### src/rtl/mbx_pkg.sv
package mbx_pkg;
  localparam int unsigned REG_W  = 16;
  localparam int unsigned WORD_W = 2 * REG_W;
  localparam int unsigned IDX_W  = 3;

  localparam logic [IDX_W-1:0] IDX_CMD   = 3'd1;
  localparam logic [IDX_W-1:0] IDX_CRC   = 3'd2;
  localparam logic [IDX_W-1:0] IDX_ADDRH = 3'd3;
  localparam logic [IDX_W-1:0] IDX_ADDRL = 3'd4;
  localparam logic [IDX_W-1:0] IDX_DATAH = 3'd5;
  localparam logic [IDX_W-1:0] IDX_DATAL = 3'd6;

  localparam int unsigned BIT_EXEC  = 15;
  localparam int unsigned BIT_WRITE = 14;
  localparam int unsigned BIT_CLR   = 12;

  // Fold a whole word, most significant bit first (same as bytes MSB first).
  function automatic logic [15:0] crc_fold_word(input logic [15:0] crc_in,
                                                input logic [WORD_W-1:0] word,
                                                input logic [15:0] poly);
    logic [15:0] c;
    logic        fb;
    c = crc_in;
    for (int i = WORD_W - 1; i >= 0; i--) begin
      fb = c[15] ^ word[i];
      c  = {c[14:0], 1'b0} ^ (fb ? poly : 16'h0000);
    end
    return c;
  endfunction
endpackage

### src/rtl/mbx_regs.sv
module mbx_regs
  import mbx_pkg::*;
(
  input  logic              clk,
  input  logic              rst_n,
  input  logic              reg_we,
  input  logic [IDX_W-1:0]  reg_addr,
  input  logic [REG_W-1:0]  reg_wdata,
  output logic [WORD_W-1:0] data_word,
  output logic              commit_ev,
  output logic              crc_clr_ev,
  output logic              addr_hi_ld,
  output logic              addr_lo_ld
);
  logic [REG_W-1:0] data_hi_q, data_lo_q;
  logic             cmd_wr;

  assign cmd_wr     = reg_we && (reg_addr == IDX_CMD);
  assign commit_ev  = cmd_wr && reg_wdata[BIT_EXEC] && reg_wdata[BIT_WRITE];
  assign crc_clr_ev = cmd_wr && reg_wdata[BIT_CLR];
  assign addr_hi_ld = reg_we && (reg_addr == IDX_ADDRH);
  assign addr_lo_ld = reg_we && (reg_addr == IDX_ADDRL);
  assign data_word  = {data_hi_q, data_lo_q};

  always_ff @(posedge clk or negedge rst_n) begin
    if (!rst_n) begin
      data_hi_q <= '0;
      data_lo_q <= '0;
    end else if (reg_we) begin
      if (reg_addr == IDX_DATAH) data_hi_q <= reg_wdata;
      if (reg_addr == IDX_DATAL) data_lo_q <= reg_wdata;
    end
  end
endmodule

### src/rtl/mbx_addr_port.sv
module mbx_addr_port
  import mbx_pkg::*;
#(
  parameter int unsigned ADDR_STEP = 4
) (
  input  logic              clk,
  input  logic              rst_n,
  input  logic              addr_hi_ld,
  input  logic              addr_lo_ld,
  input  logic [REG_W-1:0]  ld_val,
  input  logic              commit_ev,
  input  logic [WORD_W-1:0] data_word,
  output logic [WORD_W-1:0] cur_addr,
  output logic              mem_we,
  output logic [WORD_W-1:0] mem_addr,
  output logic [WORD_W-1:0] mem_wdata
);
  localparam logic [WORD_W-1:0] STEP = WORD_W'(ADDR_STEP);

  logic [WORD_W-1:0] addr_q;
  assign cur_addr = addr_q;

  always_ff @(posedge clk or negedge rst_n) begin
    if (!rst_n) begin
      addr_q    <= '0;
      mem_we    <= 1'b0;
      mem_addr  <= '0;
      mem_wdata <= '0;
    end else begin
      mem_we <= commit_ev;
      if (commit_ev) begin
        mem_addr  <= addr_q;
        mem_wdata <= data_word;
        addr_q    <= addr_q + STEP;
      end else if (addr_hi_ld) begin
        addr_q[WORD_W-1:REG_W] <= ld_val;
      end else if (addr_lo_ld) begin
        addr_q[REG_W-1:0] <= ld_val;
      end
    end
  end
endmodule

### src/rtl/mbx_crc.sv
module mbx_crc
  import mbx_pkg::*;
#(
  parameter logic [15:0] POLY = 16'h1021
) (
  input  logic              clk,
  input  logic              rst_n,
  input  logic              crc_clr_ev,
  input  logic              commit_ev,
  input  logic [WORD_W-1:0] data_word,
  output logic [15:0]       crc_q
);
  logic [15:0] base, nxt;

  always_comb begin
    base = crc_clr_ev ? 16'h0000 : crc_q;
    nxt  = commit_ev ? crc_fold_word(base, data_word, POLY) : base;
  end

  always_ff @(posedge clk or negedge rst_n) begin
    if (!rst_n) crc_q <= '0;
    else        crc_q <= nxt;
  end
endmodule

### src/rtl/mbx_loader.sv
module mbx_loader
  import mbx_pkg::*;
#(
  parameter int unsigned ADDR_STEP = 4,
  parameter logic [15:0] CRC_POLY  = 16'h1021
) (
  input  logic              clk,
  input  logic              rst_n,
  input  logic              reg_we,
  input  logic [IDX_W-1:0]  reg_addr,
  input  logic [REG_W-1:0]  reg_wdata,
  output logic [REG_W-1:0]  reg_rdata,
  output logic              mem_we,
  output logic [WORD_W-1:0] mem_addr,
  output logic [WORD_W-1:0] mem_wdata
);
  logic [WORD_W-1:0] data_word, cur_addr;
  logic              commit_ev, crc_clr_ev, addr_hi_ld, addr_lo_ld;
  logic [15:0]       crc_q;

  mbx_regs u_regs (
    .clk, .rst_n, .reg_we, .reg_addr, .reg_wdata,
    .data_word, .commit_ev, .crc_clr_ev, .addr_hi_ld, .addr_lo_ld
  );

  mbx_addr_port #(.ADDR_STEP(ADDR_STEP)) u_port (
    .clk, .rst_n, .addr_hi_ld, .addr_lo_ld, .ld_val(reg_wdata),
    .commit_ev, .data_word, .cur_addr, .mem_we, .mem_addr, .mem_wdata
  );

  mbx_crc #(.POLY(CRC_POLY)) u_crc (
    .clk, .rst_n, .crc_clr_ev, .commit_ev, .data_word, .crc_q
  );

  always_comb begin
    case (reg_addr)
      IDX_CMD:   reg_rdata = {{(REG_W-1){1'b0}}, mem_we};
      IDX_CRC:   reg_rdata = crc_q;
      IDX_ADDRH: reg_rdata = cur_addr[WORD_W-1:REG_W];
      IDX_ADDRL: reg_rdata = cur_addr[REG_W-1:0];
      IDX_DATAH: reg_rdata = data_word[WORD_W-1:REG_W];
      IDX_DATAL: reg_rdata = data_word[REG_W-1:0];
      default:   reg_rdata = '0;
    endcase
  end
endmodule

### config.mk
export PLATFORM = sky130hd
export DESIGN_NAME = mbx_loader
export DESIGN_NICKNAME = d
export VERILOG_FILES = /design/src/rtl/mbx_pkg.sv /design/src/rtl/mbx_regs.sv /design/src/rtl/mbx_addr_port.sv /design/src/rtl/mbx_crc.sv /design/src/rtl/mbx_loader.sv
export SDC_FILE = /design/constraint.sdc
export NUM_CORES = 1
export LEC_CHECK = 0
export ABC_AREA = 1
export CAP_MARGIN = 20
export CORE_UTILIZATION = 40
export DETAILED_ROUTE_END_ITERATION = 10
export SLEW_MARGIN = 10
export SYNTH_ARGS = -nofsm -noshare
export SYNTH_HDL_FRONTEND = slang
export SYNTH_SLANG_ARGS = --single-unit
### constraint.sdc
create_clock -name clk -period 2.75 [get_ports clk]
set_input_delay 0.55 -clock clk [delete_from_list [all_inputs] [get_ports clk]]
set_output_delay 0.55 -clock clk [all_outputs]
set_load 0.02 [all_outputs]
After elaboration in Yosys (flattened, before gate mapping). Cells that the tools add are included. W data, S select, Z words.

Bits in registers: 145.

Add/subtract/negate cells: 1. Equal/unequal tests: 7. Multiplexer cells: 39. Bitwise operators: 64. Reductions and logical operators: 11.

Operator list (number): $xor A16 B16 Y16 (32); $mux W13 (32); $pmux W16 S6 (1); $mux W16 (5); $add A32 B3 Y32 const B (1); $mux W32 (1); $xor A1 B1 Y1 (32); $eq A3 B3 Y1 const B (3); $eq A3 B2 Y1 const B (2); $logic_and A1 B1 Y1 (6); $reduce_and A2 Y1 (3); $reduce_bool A2 Y1 (2); $eq A3 B1 Y1 const B (1); $ne A2 B1 Y1 const B (1).

Longest topological paths before layout. Gate-level depths: netlist of run 1.

Word-level depth: 101. Gate-level depth with buffers: 25. Mapped depth without buffers: 24.

Hierarchy. A second synthesis of run 1 with hierarchy kept.

Cells, all modules: 1409. Area total of the unflattened synthesis: 9599.2 µm².

Modules (own cells, without submodules): mbx_addr_port (times used 1, cells an instance 628, area each 4693.3 µm²); mbx_crc (times used 1, cells an instance 455, area each 2638.8 µm²); mbx_regs (times used 1, cells an instance 152, area each 1351.3 µm²); mbx_loader (times used 1, cells an instance 174, area each 915.9 µm²).

Worst setup path after synthesis of run 1. Ideal clock, no wire load.

Path type: input to register. From: in reg_addr[2]. To: reg u_crc.crc_q[1]. Library setup time: 134 ps. Arrival: 2480 ps. Data required time: 2616 ps. Path slack: 136 ps. Stages: 18. Path buffers: 2. Cells stage by stage: inv_1 -> nand4_4 -> buf_6 -> buf_6 -> nand2_4 -> xor2_2 -> nand3_2 -> nand2_4 -> nand2_4 -> nand3_2 -> nand3_1 -> nand2_2 -> nand2_2 -> nand2_2 -> nand2_2 -> nand2_2 -> nand2_1 -> a21boi_2.

Word-level cells in the longest chain between the ends: 53. Elaborated cells on any way between the ends: 71.

Ends and longest elaborated chain: start: declaration (line mbx_loader.sv:10) `input logic [IDX_W-1:0] reg_addr,`; $eq A3 B1 Y1 (*) (line mbx_regs.sv:18) `assign cmd_wr = reg_we && (reg_addr == IDX_CMD);`; $logic_and A1 B1 Y1 (*) (line mbx_regs.sv:18); $logic_and A1 B1 Y1 (line mbx_regs.sv:20) `assign crc_clr_ev = cmd_wr && reg_wdata[BIT_CLR];`; $mux W16 (line mbx_crc.sv:16) `base = crc_clr_ev ? 16'h0000 : crc_q;`; $xor A16 B16 Y16 (2 in series) (line mbx_pkg.sv:26) `c = {c[14:0], 1'b0} ^ (fb ? poly : 16'h0000);`; $xor A1 B1 Y1 (line mbx_pkg.sv:25) `fb = c[15] ^ word[i];`; $mux W13 (line mbx_pkg.sv:26); $xor A16 B16 Y16 (4 in series) (line mbx_pkg.sv:26); [... 30 more ...]; $xor A1 B1 Y1 (line mbx_pkg.sv:25); $mux W13 (line mbx_pkg.sv:26); $xor A16 B16 Y16 (4 in series) (line mbx_pkg.sv:26); $xor A1 B1 Y1 (line mbx_pkg.sv:25); $mux W13 (line mbx_pkg.sv:26); $xor A16 B16 Y16 (2 in series) (line mbx_pkg.sv:26); $mux W16 (*) (line mbx_crc.sv:17) `nxt = commit_ev ? crc_fold_word(base, data_word, POLY) : base;`; named net u_crc.nxt[1] (line mbx_crc.sv:13) `logic [15:0] base, nxt;`; end signal: assignment (line mbx_crc.sv:22) `else crc_q <= nxt;`; end: declaration (line mbx_crc.sv:11) `output logic [15:0] crc_q`.

The timed path passes the listed nets; every way through them passes the cells marked *. A chain may end at the register's enable or synchronous reset.

Final worst setup path of run 1.
From: in reg_addr[0]. To: reg u_crc.crc_q[10].

Word-level cells in the longest chain between the ends: 51. Elaborated cells on any way between the ends: 77.

Ends and longest elaborated chain (line): $eq A3 B1 Y1 (*) (mbx_regs.sv:18); $logic_and A1 B1 Y1 (*) (mbx_regs.sv:18); $logic_and A1 B1 Y1 (mbx_regs.sv:20); $mux W16 (mbx_crc.sv:16); $xor A16 B16 Y16 (2 in series) (mbx_pkg.sv:26); $xor A1 B1 Y1 (mbx_pkg.sv:25); $mux W13 (mbx_pkg.sv:26); $xor A16 B16 Y16 (4 in series) (mbx_pkg.sv:26); [... 24 more ...]; $xor A1 B1 Y1 (mbx_pkg.sv:25); $mux W13 (mbx_pkg.sv:26); $xor A16 B16 Y16 (4 in series) (mbx_pkg.sv:26); $xor A1 B1 Y1 (mbx_pkg.sv:25); $mux W13 (mbx_pkg.sv:26); $xor A16 B16 Y16 (6 in series) (mbx_pkg.sv:26); $mux W16 (*) (mbx_crc.sv:17); named net u_crc.nxt[10] (mbx_crc.sv:13).

Marked as above.

==> qor.txt, run 1 <==
Max Transition Viols Final = 0
post-DP HPWL = 23000 µm
Die H = 147 µm
DRT Pass-1 Iters = 5
routed len/inst = 19.2 µm
antenna-violating nets left = 0
Iter 0 DRT Violations = 889
initial core utilization = 0.412
CP max FO = 6
sequential power share = 0.177
leading cell type in the layout, fill and taps excluded = nand2_1
PortBufs = 102
Synth Net Count = 1126
Final Critical Period = 2.70 ns
Final Cycle Share = 0.982
sequential-to-total area share from yosys stat = 0.433
post-synthesis cell type count = 50
DR vias/cell = 5.39
Hold Buf Count CTS = 0
Area after DPL = 10600 µm²
Fillers = 1803
Main synth FF type = dfrtp_1
startpoint types = input port
PD cells = 1440 nW/µm²
Chip Width = 147 µm
Clock Pin Slew Worst Setup and Hold Paths = 0.06 ns
fmax = 0.370 GHz
Hold Fails Final Rpt = 0
Critical Path End Type = flip-flop
NetSw = 8570 µW
row count = 52
vias in the first global route = 8100
Synthesis Warnings = 0
Critical Path RT = 3.07 ns
DR vias = 8621
number of synthesized register bits = 145
r2r endpoint = u_crc.crc_q[8]
fraction of registers with async set/reset = 1.00
Final #Nets = 1340
relative slew slack = 0.686
LEAKAGE = 0.00580 µW
GP Congestion = 0.937
Root Buffer Master = clkbuf_16
RSZ-0062 raised after global routing = true
worst-margin pin slew = 0.472 ns
worst hold slack = 0.0404 ns
clock network fraction of total power = 0.130
switching power share of the total = 0.487
Hold/Removal Path Class = input port to asynchronous set/reset pin
FF-to-FF setup slack = 0.18 ns
Comb power frac = 0.693
final core utilization = 0.601
Ports = 103
CTS tree = done
layout cells sized above 1 = 0.299
clk_skew = 0.0106 ns
Arr. time, crit path = 3.02 ns
Pint = 9030 µW
DRC = 0
first-pass GRT wire length = 46000 µm
RR Startpoint = u_crc.crc_q[13]
Ant. Diodes = 0
commonest cells after routing, fill and taps aside = 254 x nand2_1, 145 x dfrtp_1, 117 x buf_4, 111 x o21ai_0, 104 x inv_1
Cell Area, Synth = 8390 µm²
total grt overflow = 0
R2R cell count = 17
WS Path Type = input port to flip-flop
area fraction of the dominant cell type after synthesis = 0.433
syn avg cell area = 7.60 µm²
Synth-to-Final Area Change = 46.0%
post-synthesis cell count = 1103
status = complete, no violations
TritonCTS buffer count = 17
CTS H-tree lvls = 4
DRT Wirelength = 30700 µm
design area = 12200 µm²
antenna violations before repair = 2
leading area contributor after synthesis = dfrtp_1
largest cells by area after synthesis = dfrtp_1 43%, nand2_1 14%, o21ai_0 7.1%
die area = 21500 µm²
clk buf depth = 2
clk_lat worst skew = 0.44 ns
endpoints failing setup = 0
largest net degree at the start of global routing = 63
number of synthesized flops with an enable pin = 0
Max rail drop VDD = 858 µV
Max Cap Viol = 0
Core Area = 20400 µm²
CTS sink cnt = 145
total global-route track usage = 0.287
[worst max-delay path, stage by stage]
cell      delay (ns)
buf_4           0.11
inv_4           0.05
nor2_8          0.11
nand4_4         0.18
buf_12          0.22
nand2_8         0.08
xor2_4          0.21
nand2_4         0.08
buf_4           0.15
nand3_4         0.13
nand2_8         0.10
xnor2_4         0.23
nand2b_4        0.21
nand2_4         0.08
buf_4           0.16
xnor2_4         0.18
buf_4           0.13
o21ai_1         0.05
[cell usage after synthesis, drive strengths merged, types with 2 or more instances]
cell type / n
buf: 7
o211ai: 6
a31oi: 9
nand3: 103
nor4: 2
nand2: 366
clkinv: 2
nor3: 18
xor2: 19
a41oi: 2
inv: 125
o31ai: 4
o221ai: 6
a32oi: 2
a31o: 2
o22ai: 13
o21ai: 122
a22oi: 4
a21oi: 19
or2: 3
xnor2: 8
dfrtp: 145
o2111ai: 2
a221oi: 13
nand3b: 2
clkbuf: 33
nand4: 8
nor2: 51
[kinds of logic (layout without fill, tap and decap cells)]
family | after synthesis | in the layout | synth area share
flops | 145 | 145 | 0.433
mux | 1 | 1 | 0.00134
fa+ha+maj | 1 | 1 | 0.00149
simple gates | 555 | 555 | 0.302
buf+inv | 167 | 393 | 0.0779
xor+xnor | 27 | 27 | 0.0398
compound gates | 207 | 207 | 0.145
[sequential cells by signal, indices dropped and copies added, names as in the netlist]
register          count
u_crc.crc_q          16
u_port.cur_addr      32
u_port.mem_addr      32
u_port.mem_wdata     32
u_port.mem_we         1
u_regs.data_hi_q     16
u_regs.data_lo_q     16
[power groups by stage]
| stage | logic [µW] | registers (µW) | clock network (µW) |
|---|---|---|---|
| 3_3_place_gp | 8700 | 3090 | 0 |
| 5_1_grt | 13100 | 3170 | 2400 |
| 6_report | 12200 | 3110 | 2280 |
| 2_1_floorplan | 5140 | 3200 | 0 |
| 3_5_place_dp | 8730 | 3100 | 0 |
| 4_1_cts | 10100 | 3080 | 2310 |
[metrics by stage]
stage               power (µW)  setup slack (ns)  instances  setup TNS (ns)
floorplan                 8340             0.136       1103               0
global placement         11800            -0.928       1556          -23.40
detailed placement       11800            -0.884       1556          -22.88
CTS                      15500          0.000525       1595               0
global route             18600           -0.0401       1599          -0.194
finish                   17600            0.0506       1599               0
[area by class of cell]
type | count | area [µm²] | share of cell area
clock inverters | 12 | 121 | 0.00992
repair buffers | 235 | 2170 | 0.177
inverters | 127 | 487 | 0.0398
multi-input cells | 791 | 5050 | 0.413
clock buffers | 19 | 443 | 0.0362
well taps | 270 | 338 | 0.0276
flip-flops and latches | 145 | 3630 | 0.296
[worst max path at each step]
stage / from / to / slack, ns / cells after the start
CTS: reg_addr[0] / u_crc.crc_q[8] / 0.0005 / 22
finish: reg_addr[0] / u_crc.crc_q[10] / 0.05 / 18
floorplan: reg_addr[2] / u_crc.crc_q[1] / 0.14 / 18
global placement: reg_addr[2] / reg_rdata[5] / -0.93 / 11
detailed placement: reg_addr[0] / u_crc.crc_q[10] / -0.88 / 20
global route: reg_addr[0] / u_crc.crc_q[15] / -0.04 / 25
[timing repair]
item                       CTS  global route
gates cloned                 2             0
resized for setup          160           135
pin swaps                   20            61
hold endpoints to repair     0             0
setup endpoints to repair   36            28
setup buffers                7             5
[metal layers]
layer,vias up,GRT usage,part of all wire
met5,-,0,0.00049
met4,2,0.143,0.041
met3,68,0.0581,0.067
met2,356,0.461,0.47
met1,4131,0.367,0.42
li1,4064,-,-
Power figures use the tool's default switching activity.
==> inputs of run 2 (changes only) <==
--- a/config.mk
+++ b/config.mk
@@ -9,6 +9,7 @@
 export CAP_MARGIN = 20
 export CORE_UTILIZATION = 40
 export DETAILED_ROUTE_END_ITERATION = 10
+export SETUP_SLACK_MARGIN = 0.15
 export SLEW_MARGIN = 10
 export SYNTH_ARGS = -nofsm -noshare
 export SYNTH_HDL_FRONTEND = slang
==> constraint.sdc (replaced) <==
create_clock -name clk -period 3.5 [get_ports clk]
set_input_delay 0.7 -clock clk [delete_from_list [all_inputs] [get_ports clk]]
set_output_delay 0.7 -clock clk [all_outputs]
set_load 0.02 [all_outputs]
==> qor.txt, run 2 (same netlist as run 1, synthesis figures left out) <==
Die H = 147 µm
relative slew slack = 0.525
slowest CP cell = dfrtp_1
# Post-CTS Setup Buffers = 0
DRT Pass-1 Iters = 6
leading cell type in the layout, fill and taps excluded = nand2_1
layout cells sized above 1 = 0.164
startpoint types = flip-flop
Hold/Removal Path Class = input port to asynchronous set/reset pin
switching power share of the total = 0.469
TritonCTS buffer count = 17
Max Transition Viols Final = 0
routed len/inst = 18.5 µm
Final #Nets = 1294
post-DP HPWL = 22300 µm
die area = 21500 µm²
largest net degree at the start of global routing = 79
GP Congestion = 0.939
Pint = 5860 µW
Synth-to-Final Area Change = 29.6%
DR vias = 8220
worst path cell trace = nand3_1 -> nor3_2 -> inv_1 -> nor2_1 -> nand2_1 -> nor3_1 -> inv_1 -> nor4_1 -> nand2_1 -> inv_1 -> nand2_1 -> nor2_1 -> buf_4 -> nand4_1 -> nand3_1 -> nor2_1 -> a21oi_1
first-pass GRT wire length = 45400 µm
CTS H-tree lvls = 4
Root Buffer Master = clkbuf_16
worst-margin pin slew = 0.713 ns
FF-to-FF setup slack = 0.35 ns
status = complete, no violations
clk_lat worst skew = 0.44 ns
DR vias/cell = 5.29
PD cells = 1020 nW/µm²
NetSw = 5180 µW
Clock Pin Slew Worst Setup and Hold Paths = 0.07 ns
LEAKAGE = 0.00533 µW
Hold Buf Count CTS = 0
CTS tree = done
placed cell count = 1522
Chip Width = 147 µm
Core Area = 20400 µm²
sequential power share = 0.221
Arr. time, crit path = 3.52 ns
Max Cap Viol = 0
Critical Path RT = 3.87 ns
Comb power frac = 0.615
initial core utilization = 0.412
RSZ-0062 raised after global routing = false
antenna violations before repair = 1
final core utilization = 0.534
total global-route track usage = 0.280
Overall Power = 11000 µW
Max rail drop VDD = 637 µV
non-filler cells, final = 1555
WS Path Type = flip-flop to flip-flop
Final Critical Period = 3.15 ns
fmax = 0.317 GHz
clock network fraction of total power = 0.164
max incr delay on CP = 0.43 ns
Ports = 103
Final Cycle Share = 0.901
DRC = 0
clk_skew = 0.0141 ns
Hold Fails Final Rpt = 0
CTS sink cnt = 145
endpoints failing setup = 0
clk buf depth = 2
DRT Wirelength = 28800 µm
total grt overflow = 0
Iter 0 DRT Violations = 500
vias in the first global route = 7906
PortBufs = 102
CP max FO = 5
antenna-violating nets left = 0
commonest cells after routing, fill and taps aside = 316 x nand2_1, 145 x dfrtp_1, 117 x o21ai_0, 116 x inv_1, 95 x nand3_1
Critical Path End Type = flip-flop
row count = 52
[run 2: cell count changes in the layout (fill, tap and decap cells not counted), moves of 19 or more]
| cell | before | now |
|---|---|---|
| nand2_1 | 254 | 316 |
| nand3_1 | 69 | 95 |
| nand2_4 | 45 | 7 |
| nand2_2 | 61 | 42 |
| buf_4 | 117 | 85 |
[run 2: stage by stage]
step	hold WS, ns	TNS (ns)	setup slack [ns]	instance area, µm²
after global placement	0.464	-3.41	-0.255	10300
after global routing	0.358	0	0.184	10900
after floorplan	0.404	0	0.736	8390
final	0.300	0	0.345	10900
after detailed placement	0.461	-4.63	-0.253	10300
after CTS	0.333	0	0.162	10800
[run 2: final cells by class]
type / count / area (µm²)
Fill cell: 1952 / 9500
Tap cell: 270 / 338
Multi-Input combinational cell: 791 / 4150
Sequential cell: 145 / 3630
Clock buffer: 20 / 447
Inverter: 127 / 479
Clock inverter: 12 / 121
Timing Repair Buffer: 189 / 1700
Antenna cell: 1 / 2.50
[run 2: what timing repair did]
item,4_1_cts,5_1_grt
setup endpoints to repair,16,31
resized for setup,24,8
pin swaps,0,0
[run 2: worst max-delay path, delay by kind of cell, from the launching register on]
family | cells | cell delay, ns
and+or+nand+nor | 12 | 2.10
buffers and inverters | 4 | 0.44
DFF | 1 | 0.43
AOI/OAI and AO/OA | 1 | 0.11
[run 2: routing by layer]
metal | part of all wire | vias to the layer above | GRT usage
li1 | - | 3959 | -
met1 | 0.44 | 3924 | 0.377
met2 | 0.46 | 294 | 0.450
met3 | 0.065 | 43 | 0.0460
met4 | 0.030 | 0 | 0.113
met5 | 0 | - | 0
[run 2: worst paths after layout]
path	from	to	cells past startpoint
max	u_port.cur_addr[2]	u_port.cur_addr[29]	17
min	rst_n	u_port.mem_wdata[28]	1
max reg2reg	u_port.cur_addr[2]	u_port.cur_addr[29]	17
min reg2reg	u_port.mem_addr[28]	u_port.mem_addr[28]	2
max in group asynchronous	rst_n	u_regs.data_hi_q[10]	2
min in group clk	u_port.mem_addr[28]	u_port.mem_addr[28]	2
[run 2: power by group through the flow]
stage                     registers (µW)  clock network (µW)  logic [µW]
after CTS                           2430                1830        6770
final                               2440                1810        6790
after detailed placement            2460                   0        6740
after global routing                2490                1900        7510
after global placement              2460                   0        6690
after floorplan                     2520                   0        4040
